--- src/rtl/rs_pkg.sv ---
package rs_pkg;
    typedef enum logic [1:0] {
        MODE_OFF  = 2'b00,
        MODE_IDLE = 2'b01,
        MODE_RUN  = 2'b10
    } mode_e;

    typedef enum logic [1:0] {
        SEQ_IND         = 2'b00,
        SEQ_FIVE_FIRST  = 2'b01,
        SEQ_THREE_FIRST = 2'b10,
        SEQ_IND_ALT     = 2'b11
    } seq_e;

    localparam int RAILS = 2;
endpackage

--- src/rtl/rs_tick_timer.sv ---
module rs_tick_timer #(
    parameter int LIMIT = 6144
) (
    input  logic clk,
    input  logic rst,
    input  logic clear,
    input  logic tick,
    output logic done
);
    localparam int W = $clog2(LIMIT + 1);

    logic [W-1:0] cnt_d, cnt_q;

    assign done = (cnt_q == W'(LIMIT));

    always_comb begin
        cnt_d = cnt_q;
        if (clear)
            cnt_d = '0;
        else if (tick && !done)
            cnt_d = cnt_q + 1'b1;
    end

    always_ff @(posedge clk) begin
        if (rst) cnt_q <= '0;
        else     cnt_q <= cnt_d;
    end

    // disabling the rail restarts the count
    a_r8_restart: assert property (@(posedge clk) disable iff (rst)
        clear |=> (cnt_q == '0));
    // never counts past the limit
    a_r8_cnt_bound: assert property (@(posedge clk) disable iff (rst)
        cnt_q <= W'(LIMIT));
endmodule

--- src/rtl/rs_seq.sv ---
module rs_seq
    import rs_pkg::*;
(
    input  logic             clk,
    input  logic             rst,
    input  logic             shdn_n,
    input  logic             en3,
    input  logic             en5,
    input  logic             tpin_hi,
    input  seq_e             seq,
    output logic [RAILS-1:0] want,
    output mode_e            mode
);
    typedef struct packed {
        logic             en3_q;
        logic             first;
        logic             second;
        logic [RAILS-1:0] want;
        mode_e            mode;
    } seq_st_t;

    seq_st_t st_d, st_q;
    logic rise, first_go, second_go;

    always_comb begin
        st_d      = st_q;
        rise      = en3 & ~st_q.en3_q;
        first_go  = shdn_n & en3 & (st_q.first | rise);
        second_go = first_go & (st_q.second | tpin_hi);
        st_d.en3_q = en3;
        unique case (seq)
            SEQ_FIVE_FIRST: begin
                st_d.first  = first_go;
                st_d.second = second_go;
                st_d.want   = {first_go, second_go};
            end
            SEQ_THREE_FIRST: begin
                st_d.first  = first_go;
                st_d.second = second_go;
                st_d.want   = {second_go, first_go};
            end
            default: begin
                st_d.first  = 1'b0;
                st_d.second = 1'b0;
                st_d.want   = {en5, en3} & {RAILS{shdn_n}};
            end
        endcase
        if (!shdn_n)        st_d.mode = MODE_OFF;
        else if (|st_d.want) st_d.mode = MODE_RUN;
        else                st_d.mode = MODE_IDLE;
    end

    always_ff @(posedge clk) begin
        if (rst) begin
            st_q.en3_q  <= 1'b0;
            st_q.first  <= 1'b0;
            st_q.second <= 1'b0;
            st_q.want   <= '0;
            st_q.mode   <= MODE_OFF;
        end else begin
            st_q <= st_d;
        end
    end

    assign want = st_q.want;
    assign mode = st_q.mode;

    // a timed second rail never runs without the first
    a_r4_order: assert property (@(posedge clk) disable iff (rst)
        st_q.second |-> st_q.first);
endmodule

--- src/rtl/rs_fault.sv ---
module rs_fault
    import rs_pkg::*;
(
    input  logic             clk,
    input  logic             rst,
    input  logic             shdn_n,
    input  logic             en3,
    input  logic [RAILS-1:0] ov,
    input  logic [RAILS-1:0] uv,
    input  logic [RAILS-1:0] armed,
    output logic             ov_lat,
    output logic             uv_lat
);
    typedef struct packed {
        logic shdn_q;
        logic en3_q;
        logic ov;
        logic uv;
    } flt_st_t;

    flt_st_t st_d, st_q;
    logic toggle;

    always_comb begin
        toggle      = (shdn_n ^ st_q.shdn_q) | (en3 ^ st_q.en3_q);
        st_d.shdn_q = shdn_n;
        st_d.en3_q  = en3;
        st_d.ov     = shdn_n & ((st_q.ov & ~toggle) | (|ov));
        st_d.uv     = shdn_n & ((st_q.uv & ~toggle) | (|(uv & armed)));
    end

    always_ff @(posedge clk) begin
        if (rst) st_q <= '0;
        else     st_q <= st_d;
    end

    assign ov_lat = st_q.ov;
    assign uv_lat = st_q.uv;

    // a latched overvoltage holds while no clearing input changes
    a_r11_hold: assert property (@(posedge clk) disable iff (rst)
        (st_q.ov && shdn_n && $stable(shdn_n) && $stable(en3)) |=> st_q.ov);
endmodule

--- src/rtl/rail_supervisor.sv ---
module rail_supervisor
    import rs_pkg::*;
#(
    parameter int PG_TICKS = 32000,
    parameter int UV_TICKS = 6144
) (
    input  logic       clk,
    input  logic       rst,
    input  logic       tick,
    input  logic       shdn_n,
    input  logic       en3,
    input  logic       en5,
    input  logic       tpin_hi,
    input  logic [1:0] seq_sel,
    input  logic [1:0] ov_flag,
    input  logic [1:0] uv_flag,
    input  logic [1:0] low_flag,
    input  logic [1:0] inreg,
    output logic [1:0] run,
    output logic [1:0] force_low,
    output logic [1:0] mode,
    output logic       sys_ok
);
    seq_e             seq;
    mode_e            mode_w;
    logic [RAILS-1:0] want_q;
    logic [RAILS-1:0] armed;
    logic             pg_done;
    logic             ov_lat, uv_lat;
    logic             ok_d, ok_q, cond;

    assign seq = seq_e'(seq_sel);

    rs_seq u_seq (
        .clk(clk), .rst(rst), .shdn_n(shdn_n), .en3(en3), .en5(en5),
        .tpin_hi(tpin_hi), .seq(seq), .want(want_q), .mode(mode_w)
    );

    genvar g;
    generate
        for (g = 0; g < RAILS; g++) begin : g_uv_arm
            rs_tick_timer #(.LIMIT(UV_TICKS)) u_arm (
                .clk(clk), .rst(rst), .clear(~want_q[g]), .tick(tick),
                .done(armed[g])
            );
        end
    endgenerate

    rs_tick_timer #(.LIMIT(PG_TICKS)) u_pg (
        .clk(clk), .rst(rst), .clear(~(|want_q)), .tick(tick), .done(pg_done)
    );

    rs_fault u_fault (
        .clk(clk), .rst(rst), .shdn_n(shdn_n), .en3(en3), .ov(ov_flag),
        .uv(uv_flag), .armed(armed), .ov_lat(ov_lat), .uv_lat(uv_lat)
    );

    always_comb begin
        unique case (seq)
            SEQ_FIVE_FIRST, SEQ_THREE_FIRST:
                cond = en3 & (&want_q) & (&inreg) & ~(|low_flag);
            default:
                cond = want_q[0] & inreg[0] & ~low_flag[0];
        endcase
        ok_d = shdn_n & pg_done & ~ov_lat & ~uv_lat & cond;
    end

    always_ff @(posedge clk) begin
        if (rst) ok_q <= 1'b0;
        else     ok_q <= ok_d;
    end

    assign run       = want_q & ~{RAILS{ov_lat | uv_lat}};
    assign force_low = {RAILS{ov_lat}};
    assign mode      = mode_w;
    assign sys_ok    = ok_q;

    // shutdown stops both rails on the next clock
    a_r1_shut_off: assert property (@(posedge clk) disable iff (rst)
        !shdn_n |=> (run == 2'b00));
    // overvoltage latches rails off and low sides on
    a_r9_ov_latch: assert property (@(posedge clk) disable iff (rst)
        (shdn_n && |ov_flag) |=> (force_low == 2'b11 && run == 2'b00));
    // a shallow dip on the 3.3 V rail drops power-good
    a_r10_low_drop: assert property (@(posedge clk) disable iff (rst)
        (shdn_n && low_flag[0]) |=> !sys_ok);
    // power-good waits for the release count
    a_r7_ok_timer: assert property (@(posedge clk) disable iff (rst)
        !pg_done |=> !sys_ok);
endmodule

--- config.mk ---
export PLATFORM = sky130hd
export DESIGN_NAME = rail_supervisor
export DESIGN_NICKNAME = d
export VERILOG_FILES = /design/src/rtl/rs_pkg.sv /design/src/rtl/rs_tick_timer.sv /design/src/rtl/rs_seq.sv /design/src/rtl/rs_fault.sv /design/src/rtl/rail_supervisor.sv
export SDC_FILE = /design/constraint.sdc
export NUM_CORES = 1
export LEC_CHECK = 0
export CORE_AREA = 3 3 75 148
export DETAILED_ROUTE_END_ITERATION = 12
export DIE_AREA = 0 0 78 151
export SLEW_MARGIN = 20
export SYNTH_ARGS = -nofsm -noshare
export SYNTH_HDL_FRONTEND = slang
export SYNTH_SLANG_ARGS = --single-unit
--- constraint.sdc ---
create_clock -name clk -period 2 [get_ports clk]
set_clock_uncertainty 0.15 [all_clocks]
set_input_delay 0.4 -clock clk [delete_from_list [all_inputs] [get_ports clk]]
set_output_delay 0.4 -clock clk [all_outputs]
set_load 0.05 [all_outputs]
==> results.py <==
metrics = {
    "run_status": {
        "status": "finished clean",
    },
    "worst_setup_path": {
        "critPathKind": "input port to register",
        "crit_path_max_incr_delay_ps": 520,
        "r2r_cells": 4,
        "cp-start-kind": "input port",
        "crit_required_ps": 2070,
        "critPathMaxFanout": 9,
        "worstPathCellList": "clkdlybuf4s50_1 -> buf_4 -> and4_4 -> nand3_1 -> or3_1 -> a21oi_1",
        "path_buf_inv": 2,
        "crit_arrival_ps": 2010,
        "crit_family": "simple AND/OR/NAND/NOR gates",
        "cp.depth": 6,
        "end_kind": "register",
        "crit_slowest_cell": "clkdlybuf4s50_1",
    },
    "final_layout": {
        "fillCellCount": 1125,
        "mostFrequentLayoutCells": "dfxtp_1 (51), buf_4 (35), nor2_1 (33)",
        "final_cell_area_um2": 3250,
        "diodes": 0,
        "drive_gt1_frac": 0.153,
        "finalNonFillerCells": 474,
        "post-route-util": 0.320,
        "synthToLayoutAreaGrowth_pct": 29.7,
        "final_common_cell": "dfxtp_1",
        "nets": 364,
    },
    "power_and_ir_drop": {
        "finalPower_mw": 2.22,
        "power_frac_seq": 0.471,
        "p_comb_frac": 0.067,
        "pwr-share-clk": 0.461,
        "p_switching_mw": 0.478,
        "swShare": 0.215,
        "internal_power_mw": 1.74,
        "power_density_nw_per_um2": 684,
        "leakagePower_nw": 1.15,
        "peakVddDrop_mv": 0.352,
    },
    "sta": {
        "period_minus_slack_ps": 1940,
        "setup_viol_count_final": 0,
        "min_period_over_period": 0.970,
        "setup_slack_ps": 59.5,
        "final-hold-violation-count": 0,
        "rsz0062_at_grt": "no",
        "drv_slew": 0,
        "setup_tns_ps": 0,
        "slew_headroom": 0.611,
        "timing.fmax_ghz": 0.515,
        "hold_ws_ps": 338,
        "worst_pin_slew_ps": 576,
    },
    "place": {
        "pre_cts_ws_ps": -241,
        "placed_area_um2": 3060,
        "place_congestion": 0.803,
        "place_inst": 466,
        "dp_hpwl_um": 4450,
        "io_buffers": 23,
    },
    "min_path": {
        "hold_depth": 2,
        "holdCritPathClass": "register to register",
    },
    "cts": {
        "clockRootBuffer": "clkbuf_16",
        "clock_sinks": 52,
        "clock_path_buffers": 2,
        "cts_hold_buf": 0,
        "cts_tree": "yes",
        "cts_buffers": 5,
        "htree_levels": 2,
        "clk_latency_ps": 290,
        "clk_pin_slew_ps": 70,
    },
    "global_route": {
        "met3_usage": 0.0185,
        "grt.total_usage": 0.105,
        "top_usage_layer": "met2",
        "grt_overflow": 0,
        "grt_use_met1": 0.100,
        "use_met2": 0.212,
        "grt_pass1_wl_um": 9910,
        "grt_antenna_before_repair": 0,
        "first_global_vias": 2200,
        "grt_max_degree": 17,
    },
    "synthesis": {
        "async_reset_ff_frac": 0,
        "synth-seq-cells": 52,
        "synthCells": 293,
        "synth-edff-count": 0,
        "synth_area_um2": 2500,
        "ys.flop_type": "dfxtp_1",
        "seq_area_frac_synth": 0.416,
        "synth_cell_types": 46,
        "syn-num-nets": 319,
        "synth_warnings": 0,
        "syn_avg_cell_area_um2": 8.54,
    },
    "detailed_routing": {
        "final_antenna_net_count": 0,
        "vias": 2200,
        "drc": 0,
        "initialDrtViolationCount": 102,
        "routed_wl_um": 5740,
        "viasPerCell": 4.64,
        "first_pass_iters": 4,
        "wl_per_cell_um": 12.1,
    },
    "floorplanning": {
        "initial_utilization": 0.247,
        "dieArea_um2": 11800,
        "io_pins": 24,
        "core_um2": 10100,
        "fp.dieH_um": 151,
        "num_rows": 52,
        "die_w_um": 78,
    },
    "run": {
        "maxCapViolations": 0,
    },
}
-- power groups by stage --
| stage | registers (mW) | logic, mW | clock network, mW |
|---|---|---|---|
| 2_1_floorplan | 1.07 | 0.0778 | 0 |
| 5_1_grt | 1.05 | 0.163 | 1.09 |
| 6_report | 1.05 | 0.149 | 1.03 |
| 3_3_place_gp | 1.07 | 0.150 | 0 |
| 3_5_place_dp | 1.07 | 0.151 | 0 |
| 4_1_cts | 1.05 | 0.152 | 1.06 |
-- cells in the mapped netlist, types with 4 or more instances --
master     n  area [um2]
nor2b_1    4        25.0
clkbuf_1   8        30.0
or4_1      5        37.5
nand2_1   18        67.6
ha_1       9         113
xor2_1    16         140
dfxtp_1   52        1040
nand3_1   16        80.1
nand4_1   17         106
or3_1      7        43.8
o21ai_0    9        45.0
buf_4      4        30.0
nand2b_1   4        25.0
nor4_1     6        37.5
a21oi_1   12        60.1
inv_1     13        48.8
nor3_1     7        35.0
xnor2_1   11        96.3
nor2_1    33         124
and2_1     6        37.5
-- metal layers --
layer | vias up | share of wire
met1 | 1041 | 0.38
li1 | 1116 | -
met3 | 9 | 0.030
met4 | 0 | 0.026
met5 | - | 0
met2 | 34 | 0.57
-- area by class of cell --
cell class                 count  area [um2]  area share
inverter                      13        48.8      0.0150
tap                          135         169      0.0520
clock buffer                   6         139      0.0428
timing repair buffer          53         463       0.143
multi-input combinational    213        1350       0.415
sequential                    52        1040       0.321
clock inverter                 2        38.8      0.0119
-- sequential cells by signal, indices dropped and copies added (netlist names) --
register,count
u_fault.ov_lat,1
u_seq.want,2
u_fault.uv_lat,1
g_uv_arm.u_arm.cnt_q,26
u_seq.mode,2
u_fault.st_q,2
u_seq.st_q,2
u_pg.cnt_q,15
sys_ok,1
-- what timing repair did --
| item | 4_1_cts | 5_1_grt |
|---|---|---|
| gates resized for setup | 1 | 2 |
| buffers inserted | 0 | 0 |
| endpoints found under the setup margin | 1 | 4 |
-- worst paths after layout --
| kind | from | to | slack (ps) |
|---|---|---|---|
| max | tick | g_uv_arm[1].u_arm.cnt_q[12] | 60 |
| min | u_pg.cnt_q[13] | u_pg.cnt_q[13] | 340 |
| max reg2reg | u_pg.cnt_q[4] | sys_ok | 70 |
| min reg2reg | u_pg.cnt_q[13] | u_pg.cnt_q[13] | 340 |
-- cells by family after synthesis --
group	count (synthesis)	share of synthesized area
buffers and inverters	28	0.0485
XOR/XNOR	27	0.0945
multiplexers	2	0.00800
AO/OA/AOI/OAI	34	0.0840
flip-flops	52	0.416
AND/OR/NAND/NOR	141	0.304
adder cells (fa/ha/maj)	9	0.0450
-- worst min-delay path: cells and delay by family (launching register included) --
family | cells | cell delay, ps
AO/OA/AOI/OAI | 2 | 120
flip-flops | 1 | 330
(Power assumes the default switching activity.)
